===== src/rtl/aux_overlay_pkg.sv =====
package aux_overlay_pkg;
    localparam int WORD_W = 32;
    localparam int IDX_W  = 8;

    typedef logic [WORD_W-1:0] word_t;
    typedef logic [IDX_W-1:0]  idx_t;

    typedef struct packed {
        idx_t word_idx;
        idx_t bf_idx;
        idx_t hf_idx;
    } frame_pos_t;

    function automatic logic pos_is_comma(input frame_pos_t p);
        return (p.word_idx == '0) && (p.bf_idx == '0) && (p.hf_idx == '0);
    endfunction
endpackage


===== src/rtl/aux_bit_merge.sv =====
module aux_bit_merge #(
    parameter int W = 32
) (
    input  logic [W-1:0] base_i,
    input  logic [W-1:0] ovr_i,
    input  logic [W-1:0] sel_i,
    output logic [W-1:0] merged_o
);
    for (genvar b = 0; b < W; b++) begin : g_bit
        assign merged_o[b] = sel_i[b] ? ovr_i[b] : base_i[b];
    end
endmodule


===== src/rtl/comma_guard.sv =====
module comma_guard
    import aux_overlay_pkg::*;
#(
    parameter int W = WORD_W
) (
    input  frame_pos_t   pos_i,
    input  logic [W-1:0] mask_i,
    output logic         violate_o
);
    always_comb violate_o = pos_is_comma(pos_i) && (|mask_i);
endmodule


===== src/rtl/aux_overlay_top.sv =====
module aux_overlay_top
    import aux_overlay_pkg::*;
(
    input  logic              clk,
    input  logic              rst,
    input  logic [WORD_W-1:0] int_word,
    input  logic [WORD_W-1:0] aux_word,
    input  logic [WORD_W-1:0] aux_mask,
    input  logic [IDX_W-1:0]  word_idx,
    input  logic [IDX_W-1:0]  bf_idx,
    input  logic [IDX_W-1:0]  hf_idx,
    output logic [WORD_W-1:0] out_word,
    output logic              comma_err
);
    frame_pos_t pos;
    word_t      merged;
    logic       violate;

    assign pos = '{word_idx: word_idx, bf_idx: bf_idx, hf_idx: hf_idx};

    aux_bit_merge #(.W(WORD_W)) u_merge (
        .base_i  (int_word),
        .ovr_i   (aux_word),
        .sel_i   (aux_mask),
        .merged_o(merged)
    );

    comma_guard #(.W(WORD_W)) u_guard (
        .pos_i    (pos),
        .mask_i   (aux_mask),
        .violate_o(violate)
    );

    always_ff @(posedge clk) begin
        if (rst) begin
            out_word  <= '0;
            comma_err <= 1'b0;
        end else begin
            out_word  <= merged;
            comma_err <= violate;
        end
    end
endmodule


===== config.mk =====
export PLATFORM = sky130hd
export DESIGN_NAME = aux_overlay_top
export DESIGN_NICKNAME = d
export VERILOG_FILES = /design/src/rtl/aux_overlay_pkg.sv /design/src/rtl/aux_bit_merge.sv /design/src/rtl/comma_guard.sv /design/src/rtl/aux_overlay_top.sv
export SDC_FILE = /design/constraint.sdc
export NUM_CORES = 1
export LEC_CHECK = 0
export CAP_MARGIN = 20
export CORE_ASPECT_RATIO = 0.8
export CORE_UTILIZATION = 29
export CTS_BUF_LIST = sky130_fd_sc_hd__clkbuf_2 sky130_fd_sc_hd__clkbuf_4 sky130_fd_sc_hd__clkbuf_8
export DETAILED_ROUTE_END_ITERATION = 10
export PLACE_DENSITY = 0.88
export RECOVER_POWER = 25
export SETUP_SLACK_MARGIN = 0.15
export SLEW_MARGIN = 10
export SYNTH_ARGS = -nofsm -noshare
export SYNTH_HDL_FRONTEND = slang
export SYNTH_SLANG_ARGS = --single-unit
export TNS_END_PERCENT = 1

===== constraint.sdc =====
create_clock -name clk -period 1.6 [get_ports clk]
set_clock_uncertainty 0.15 [all_clocks]
set_input_delay 0.16 -clock clk [delete_from_list [all_inputs] [get_ports clk]]
set_output_delay 0.16 -clock clk [all_outputs]
set_load 0.05 [all_outputs]

==> impl_metrics.py, run 1 <==
metrics = {
    "route": {
        "drc": 0,
        "drtIter0Drc": 41,
        "wirelength_mm": 4.62,
        "wl_per_cell_um": 13.3,
        "ant_nets": 0,
        "post_drt_via_cell_ratio": 4.37,
        "drtPass1Iterations": 6,
        "vias": 1516,
    },
    "clocking": {
        "cts_buffer_depth": 2,
        "htreeDepth": 2,
        "cts_setup_buffers": 0,
        "clk_pin_slew_ns": 0.06,
        "cts.sinks": 33,
        "cts_tree": "done",
        "holdBufCountCts": 0,
        "cts_buffers": 5,
        "root_buffer": "clkbuf_8",
    },
    "finish": {
        "multiInputGateArea_sq_um": 597,
        "layout_commonest_cell": "clkdlybuf4s50_1",
        "nNetsFinal": 412,
        "antenna_cells": 0,
        "area_delta_synth_final_pct": 133,
        "ff_latch_area_sq_um": 661,
        "fill_cells": 342,
        "final_cell_mix": "121 x clkdlybuf4s50_1, 43 x buf_4, 33 x nor2_1, 33 x dfxtp_1, 32 x mux2i_1",
        "drive_gt1_frac": 0.193,
        "fin_cells": 347,
    },
    "synth": {
        "syn-num-nets": 243,
        "yosys_warnings": 0,
        "synthCells": 121,
        "synth-seq-cells": 33,
        "ys_seq_area_frac": 0.520,
        "synth.distinct_cells": 12,
        "netlist_area_sq_um": 1270,
        "synth.avg_cell_area_sq_um": 10.5,
    },
    "worst_setup_path": {
        "path_cells": "clkdlybuf4s50_1, clkbuf_1, nor2_1",
        "crit_start": "rst",
        "worstSetupStartpointType": "input port",
        "crit_required_ns": 1.58,
        "cp.arrival_ns": 1.33,
        "critPathTopFamily": "buffers and inverters",
        "cp_slowest_stage_delay_ns": 0.53,
        "worst_setup_path_end_kind": "register",
        "worst-setup-path-type": "in -> reg",
        "crit_path_top_delay_cell": "clkdlybuf4s50_1",
        "path_buf_inv": 2,
        "cp_max_fo": 15,
    },
    "die": {
        "rows": 21,
        "initial_core_util": 0.302,
        "fp.dieW_um": 76.0,
        "core_area_sq_um": 4200,
        "die_area_sq_um": 4650,
        "io_pins": 155,
        "fp.dieH_um": 61.2,
    },
    "timing": {
        "maxSlewHeadroom": 0.568,
        "hold-worst-slack_ns": 0.339,
        "final-setup-viol-count": 0,
        "rsz0062_at_grt": "no",
        "period_share": 0.842,
        "finalHoldViolCount": 0,
        "fmaxAchievable_ghz": 0.742,
        "finalMaxSlewViolations": 0,
        "worst_pin_slew_ns": 0.647,
        "period_needed_ns": 1.35,
    },
    "global_routing": {
        "overflow": 0,
        "grt.total_usage": 0.195,
        "grt_pass1_wl_mm": 6.91,
        "grt_pass1_vias": 1525,
        "antenna_found_initial": 0,
        "grt_max_degree": 18,
    },
    "worst_hold_path": {
        "hold_path_end": "out_word[22]",
        "hold_path_depth": 3,
        "hp-start": "int_word[22]",
        "hold_path_class": "in -> reg",
    },
    "placed_design": {
        "place_inst": 340,
        "dp_hpwl_mm": 3.98,
        "port_buffers": 154,
        "gp_congestion": 0.675,
    },
    "power": {
        "power.leakage_nw": 1.29,
        "powerDensity_nw_per_um2": 757,
        "total_power_w": 0.00224,
        "vdd_drop_max_mv": 0.580,
    },
    "outcome": {
        "status": "finished, final reports clean",
    },
    "flow_run": {
        "cap_violations": 0,
    },
}
cell usage after synthesis, drive strengths merged:
library cell,n,area [sq um]
dfxtp,33,661
nor2,33,124
mux2i,32,320
nor4,13,100
buf,3,15.0
and4,2,17.5
a211oi,1,12.5
clkbuf,1,3.75
nand3,1,5.00
nand4,1,6.26
nor3,1,5.00
logic make-up after synthesis:
family	Yosys count	synth area share
simple gates	51	0.203
compound gates	1	0.00985
buf+inv	4	0.0148
mux	32	0.252
flops	33	0.520
final cells by class:
cell class	count	share of cell area
clock buffers	7	0.0304
flip-flops and latches	33	0.223
multi-input cells	84	0.202
repair buffers	166	0.521
well taps	57	0.0241
worst max-delay path by stage:
stage	slack, ns	to	depth (start not counted)
after floorplan	0.67	comma_err	3
after global placement	-0.10	comma_err	4
after detailed placement	-0.10	comma_err	4
after CTS	0.20	comma_err	4
after global routing	0.14	out_word[22]	3
final	0.25	out_word[17]	3
sequential cells by signal, indices dropped and copies added (netlist names):
name	cells
comma_err	1
out_word	32
metal layers:
metal  up-vias  GRT usage  share of wire
met1       660      0.219           0.40
met2        83      0.364           0.50
met3         6     0.0578          0.086
met5         -          0              0
met4         0     0.0769          0.014
li1        767          -              -
per-stage QoR:
| stage | cell area [sq um] | utilization | TNS (ns) | setup slack (ns) |
|---|---|---|---|---|
| 2_1_floorplan | 1270 | - | 0 | 0.670 |
| 3_3_place_gp | 2870 | 0.683 | -0.101 | -0.101 |
| 3_5_place_dp | 2870 | 0.683 | -0.101 | -0.101 |
| 4_1_cts | 2960 | 0.704 | 0 | 0.197 |
| 5_1_grt | 2960 | 0.704 | 0 | 0.135 |
| 6_report | 2960 | 0.704 | 0 | 0.253 |
where the power goes:
part	total (W)	internal [W]	switching [W]
registers	0.000889	0.000875	0.0000132
logic	0.000715	0.000391	0.000323
clock network	0.000638	0.000358	0.000280
total	0.00224	0.00162	0.000617
repair_timing:
item / 4_1_cts / 5_1_grt
setup endpoints to repair: 0 / 1
resized for setup: 0 / 1
endpoints found under the hold margin: 0 / 0
Power figures use the tool's default switching activity.
==> run 2, diff against run 1 <==
- CORE_UTILIZATION: 29 -> 27
- PLACE_DENSITY: 0.88 -> 0.83
- clock period: 1.6 -> 1.4 ns (I/O delays scaled with it)
==> run 2 against run 1 <==
Die area increased by 7.2%. Sequential power is 18% higher. Cell area grew 19%. Largest cell class unchanged. Sequential share of layout area decreased by 3.6 points. Non-clock buffer count up 14. Combinational power is 40% higher. Highest routed layer unchanged. Wire length rose by 12%. Global-route usage up 1.1 points. Core utilization up 11 points. Count of clock-buffer cells in the layout stayed put. Clock power rose by 15%.
==> impl_metrics.py, run 2 (synthesis results as in run 1) <==
metrics = {
    "global_routing": {
        "grt_pass1_vias": 1645,
        "antenna_found_initial": 0,
        "grt.total_usage": 0.206,
        "grt_pass1_wl_mm": 7.58,
        "grt_max_degree": 33,
        "overflow": 0,
    },
    "power": {
        "powerDensity_nw_per_um2": 790,
        "power_frac_comb": 0.359,
        "internal-power_w": 0.00202,
        "seq_power_share": 0.377,
        "power_frac_clock": 0.264,
        "switching_share": 0.274,
        "vdd_drop_max_mv": 0.605,
        "switchingPower_w": 0.000763,
        "power.leakage_nw": 1.53,
        "total_power_w": 0.00279,
    },
    "die": {
        "rows": 21,
        "io_pins": 155,
        "core_area_sq_um": 4340,
        "die_area_sq_um": 4980,
        "fp.dieW_um": 78.7,
        "fp.dieH_um": 63.3,
        "initial_core_util": 0.293,
    },
    "route": {
        "ant_nets": 0,
        "drtPass1Iterations": 4,
        "vias": 1585,
        "drtIter0Drc": 32,
        "post_drt_via_cell_ratio": 4.39,
        "wl_per_cell_um": 14.3,
        "drc": 0,
        "wirelength_mm": 5.16,
    },
    "finish": {
        "area_delta_synth_final_pct": 178,
        "regMostFlops": "out_word",
        "final_cell_mix": "111 x clkdlybuf4s50_1, 33 x nor2_1, 33 x dfxtp_1",
        "largest_register_ff_count": 32,
        "fill_cells": 276,
        "largest_registers": "out_word x32, comma_err x1",
        "drive_gt1_frac": 0.253,
        "nNetsFinal": 426,
        "antenna_cells": 0,
        "layout_commonest_cell": "clkdlybuf4s50_1",
    },
    "timing": {
        "finalMaxSlewViolations": 0,
        "fmaxAchievable_ghz": 0.829,
        "layout_setup_ws_ns": 0.194,
        "final-setup-viol-count": 0,
        "rsz0062_at_grt": "no",
        "period_needed_ns": 1.21,
        "finalHoldViolCount": 0,
        "maxSlewHeadroom": 0.770,
        "worst_pin_slew_ns": 0.345,
        "hold-worst-slack_ns": 0.0736,
        "period_share": 0.861,
    },
    "worst_hold_path": {
        "hold_path_class": "in -> reg",
        "hold_path_depth": 3,
        "hp-start": "aux_mask[17]",
        "hold_path_end": "out_word[17]",
    },
    "placed_design": {
        "gp_congestion": 0.732,
        "pre_cts_ws_ns": -0.305,
        "dp_hpwl_mm": 4.30,
        "port_buffers": 154,
    },
    "outcome": {
        "status": "finished, final reports clean",
    },
    "clocking": {
        "cts_tree": "done",
        "cts_setup_buffers": 0,
        "cts.sinks": 33,
        "clk_pin_slew_ns": 0.06,
        "htreeDepth": 2,
        "cts_buffers": 5,
        "root_buffer": "clkbuf_8",
        "cts_buffer_depth": 2,
    },
    "worst_setup_path": {
        "worstSetupStartpointType": "input port",
        "cp_max_fo": 2,
        "worst-setup-path-type": "in -> reg",
        "worst_setup_path_end_kind": "register",
        "cp.arrival_ns": 1.22,
        "crit_required_ns": 1.42,
    },
    "flow_run": {
        "cap_violations": 0,
    },
}
## run 2: cell type report
cell class / instances / area, sq um / area share
multi-input cells: 84 / 648 / 0.184
flip-flops and latches: 33 / 661 / 0.187
well taps: 57 / 71.3 / 0.0202
clock buffers: 7 / 90.1 / 0.0256
repair buffers: 180 / 2060 / 0.583
## run 2: worst max-delay path by stage
| stage | depth (start not counted) | slack (ns) | start | end |
|---|---|---|---|---|
| floorplan | 3 | 0.49 | word_idx[5] | comma_err |
| global placement | 5 | -0.25 | aux_mask[6] | comma_err |
| detailed placement | 5 | -0.31 | aux_mask[6] | comma_err |
| CTS | 4 | 0.15 | aux_mask[25] | comma_err |
| global route | 4 | 0.15 | aux_mask[24] | comma_err |
| finish | 4 | 0.19 | aux_mask[9] | comma_err |
## run 2: critical path: stages
cell and delay, ns:
clkdlybuf4s50_1 0.46, nor4_2 0.30, and4_4 0.26, a211oi_2 0.06
## run 2: routing by layer
layer / vias up / GRT usage / wire, um
li1: 794 / - / -
met1: 698 / 0.189 / 1720
met2: 86 / 0.403 / 2820
met3: 7 / 0.0826 / 565
met4: 0 / 0.0718 / 57
met5: - / 0 / 0
## run 2: repair_timing
action	in CTS	in global routing
pin swaps	4	4
endpoints found under the setup margin	1	1
resized for setup	11	7
hold buffers	0	0
## run 2: metrics by stage
step	cell area [sq um]	cells	util	TNS [ns]
after floorplan	1270	121	-	0
after global placement	3390	354	0.782	-0.254
after detailed placement	3390	354	0.782	-0.305
after CTS	3510	361	0.810	0
after global routing	3530	361	0.813	0
final	3530	361	0.813	0
## run 2: power groups by stage
| stage | Combinational, W | Sequential (W) | Clock, W |
|---|---|---|---|
| global route | 0.00105 | 0.00105 | 0.000816 |
| global placement | 0.000988 | 0.00107 | 0 |
| floorplan | 0.000101 | 0.00125 | 0 |
| CTS | 0.00101 | 0.00105 | 0.000762 |
| finish | 0.00100 | 0.00105 | 0.000735 |
| detailed placement | 0.00100 | 0.00107 | 0 |
==> run 3, diff against run 2 <==
- CTS_CLUSTER_SIZE: not set -> 14
- SETUP_SLACK_MARGIN: 0.15 -> 0.2
==> run 3 against run 2 <==
Cell area up 0.25%. First-iteration DRC count up 22%. Clock power about the same. Maximum frequency up 0.63%. Sequential share of layout area about the same. Critical endpoint unchanged. Critical path depth unchanged. Largest cell class unchanged. Combinational power about the same. Non-clock buffer count unchanged. Global-route usage unchanged. Wire length down 1.3%. Power down 0.15%. Highest routed layer unchanged. Setup slack better by 0.0076 ns.
==> impl_metrics.py, run 3 (synthesis results as in run 1) <==
metrics = {
    "clocking": {
        "root_buffer": "clkbuf_8",
        "cts_setup_buffers": 0,
        "cts.sinks": 33,
        "cts_tree": "done",
        "htreeDepth": 2,
        "holdBufCountCts": 0,
        "cts_buffer_depth": 2,
        "cts_buffers": 5,
        "clk_pin_slew_ns": 0.06,
    },
    "finish": {
        "largest_registers": "out_word x32, comma_err x1",
        "layout_commonest_cell": "clkdlybuf4s50_1",
        "antenna_cells": 0,
        "nNetsFinal": 426,
        "drive_gt1_frac": 0.260,
        "multiInputGateArea_sq_um": 661,
        "largest_register_ff_count": 32,
        "area_delta_synth_final_pct": 178,
        "ff_latch_area_sq_um": 661,
        "final_util": 0.815,
        "fill_cells": 273,
        "regMostFlops": "out_word",
        "final_cell_mix": "105 x clkdlybuf4s50_1, 33 x nor2_1, 33 x dfxtp_1",
    },
    "timing": {
        "rsz0062_at_grt": "no",
        "period_needed_ns": 1.20,
        "finalHoldViolCount": 0,
        "period_share": 0.856,
        "layout_setup_ws_ns": 0.202,
        "worst_pin_slew_ns": 0.349,
        "maxSlewHeadroom": 0.767,
        "finalMaxSlewViolations": 0,
        "final-setup-viol-count": 0,
        "fmaxAchievable_ghz": 0.834,
    },
    "global_routing": {
        "grt_pass1_vias": 1645,
        "grt.total_usage": 0.206,
        "met2_usage": 0.403,
        "use_met1": 0.189,
        "grtUsageMet3": 0.0826,
        "overflow": 0,
        "antenna_found_initial": 0,
        "grt_pass1_wl_mm": 7.58,
        "grt_max_degree": 33,
        "grt.busiest_layer": "met2",
    },
    "route": {
        "post_drt_via_cell_ratio": 4.40,
        "drc": 0,
        "ant_nets": 0,
        "vias": 1589,
        "wl_per_cell_um": 14.1,
        "drtPass1Iterations": 4,
        "wirelength_mm": 5.09,
        "drtIter0Drc": 39,
    },
    "worst_setup_path": {
        "cp.arrival_ns": 1.25,
        "worstSetupStartpointType": "input port",
        "crit_path_top_delay_cell": "dlygate4sd3_1",
        "path_cells": "dlygate4sd3_1, nor4_1, nand3_1, a211oi_2",
        "worst-setup-path-type": "in -> reg",
        "cp_max_fo": 2,
        "crit_required_ns": 1.46,
        "cp_slowest_stage_delay_ns": 0.56,
        "worst_setup_path_end_kind": "register",
    },
    "outcome": {
        "status": "finished, final reports clean",
    },
    "die": {
        "fp.dieH_um": 63.3,
        "rows": 21,
        "fp.dieW_um": 78.7,
        "die_area_sq_um": 4980,
        "core_area_sq_um": 4340,
        "initial_core_util": 0.293,
        "io_pins": 155,
    },
    "power": {
        "vdd_drop_max_mv": 0.605,
        "power.leakage_nw": 1.54,
        "powerDensity_nw_per_um2": 787,
    },
    "placed_design": {
        "gp_congestion": 0.732,
        "pre_cts_ws_ns": -0.305,
        "port_buffers": 154,
        "dp_hpwl_mm": 4.30,
    },
    "flow_run": {
        "cap_violations": 0,
    },
    "worst_hold_path": {
        "hold_path_class": "in -> reg",
    },
}
==> run 3: cell types whose count changed in the layout (fill, tap and decap cells not counted) <==
cell and delta:
clkdlybuf4s50_1 -6, dlygate4sd2_1 +5, dlymetal6s2s_1 +1, nor4_1 -2, nor4_2 +2
==> run 3: per-stage QoR <==
stage               cells  area, sq um  hold WS [ns]  setup TNS (ns)  power, W
floorplan             121         1270         0.134               0   0.00136
global placement      354         3390         0.437          -0.254   0.00206
detailed placement    354         3390         0.437          -0.305   0.00208
CTS                   361         3510         0.156               0   0.00282
global route          361         3530        0.0853               0   0.00291
finish                361         3530        0.0439               0   0.00278
==> run 3: layer usage <==
layer / wire (um) / up-vias
li1: - / 794
met1: 1720 / 702
met2: 2760 / 86
met3: 556 / 7
met4: 57 / 0
met5: 0 / -
==> run 3: timing repair <==
item	in CTS	in global routing
resized for setup	17	9
pin swaps	9	6
cloned	0	0
setup endpoints to repair	1	1
==> run 3: path summary, 6_finish.rpt <==
kind / start / endpoint / slack, ns / cells past startpoint
worst min-delay path: aux_mask[29] / out_word[29] / 0.04 / 3
worst max-delay path: rst / comma_err / 0.20 / 4
==> run 3: area by class of cell <==
type,instances,area share
Clock buffer,7,0.0255
Sequential cell,33,0.187
Timing Repair Buffer,180,0.581
Tap cell,57,0.0202
Multi-Input combinational cell,84,0.187
==> run 3: where the power goes <==
part	total (W)	internal, W	switching, W
registers	0.00105	0.00100	0.0000477
logic	0.000997	0.000606	0.000391
clock network	0.000735	0.000409	0.000326
total	0.00278	0.00202	0.000764
==> run 3: worst max-delay path, delay by kind of cell <==
family                 cells  cell delay (ns)
AOI/OAI and AO/OA          1             0.19
buffers and inverters      1             0.56
and+or+nand+nor            2             0.36
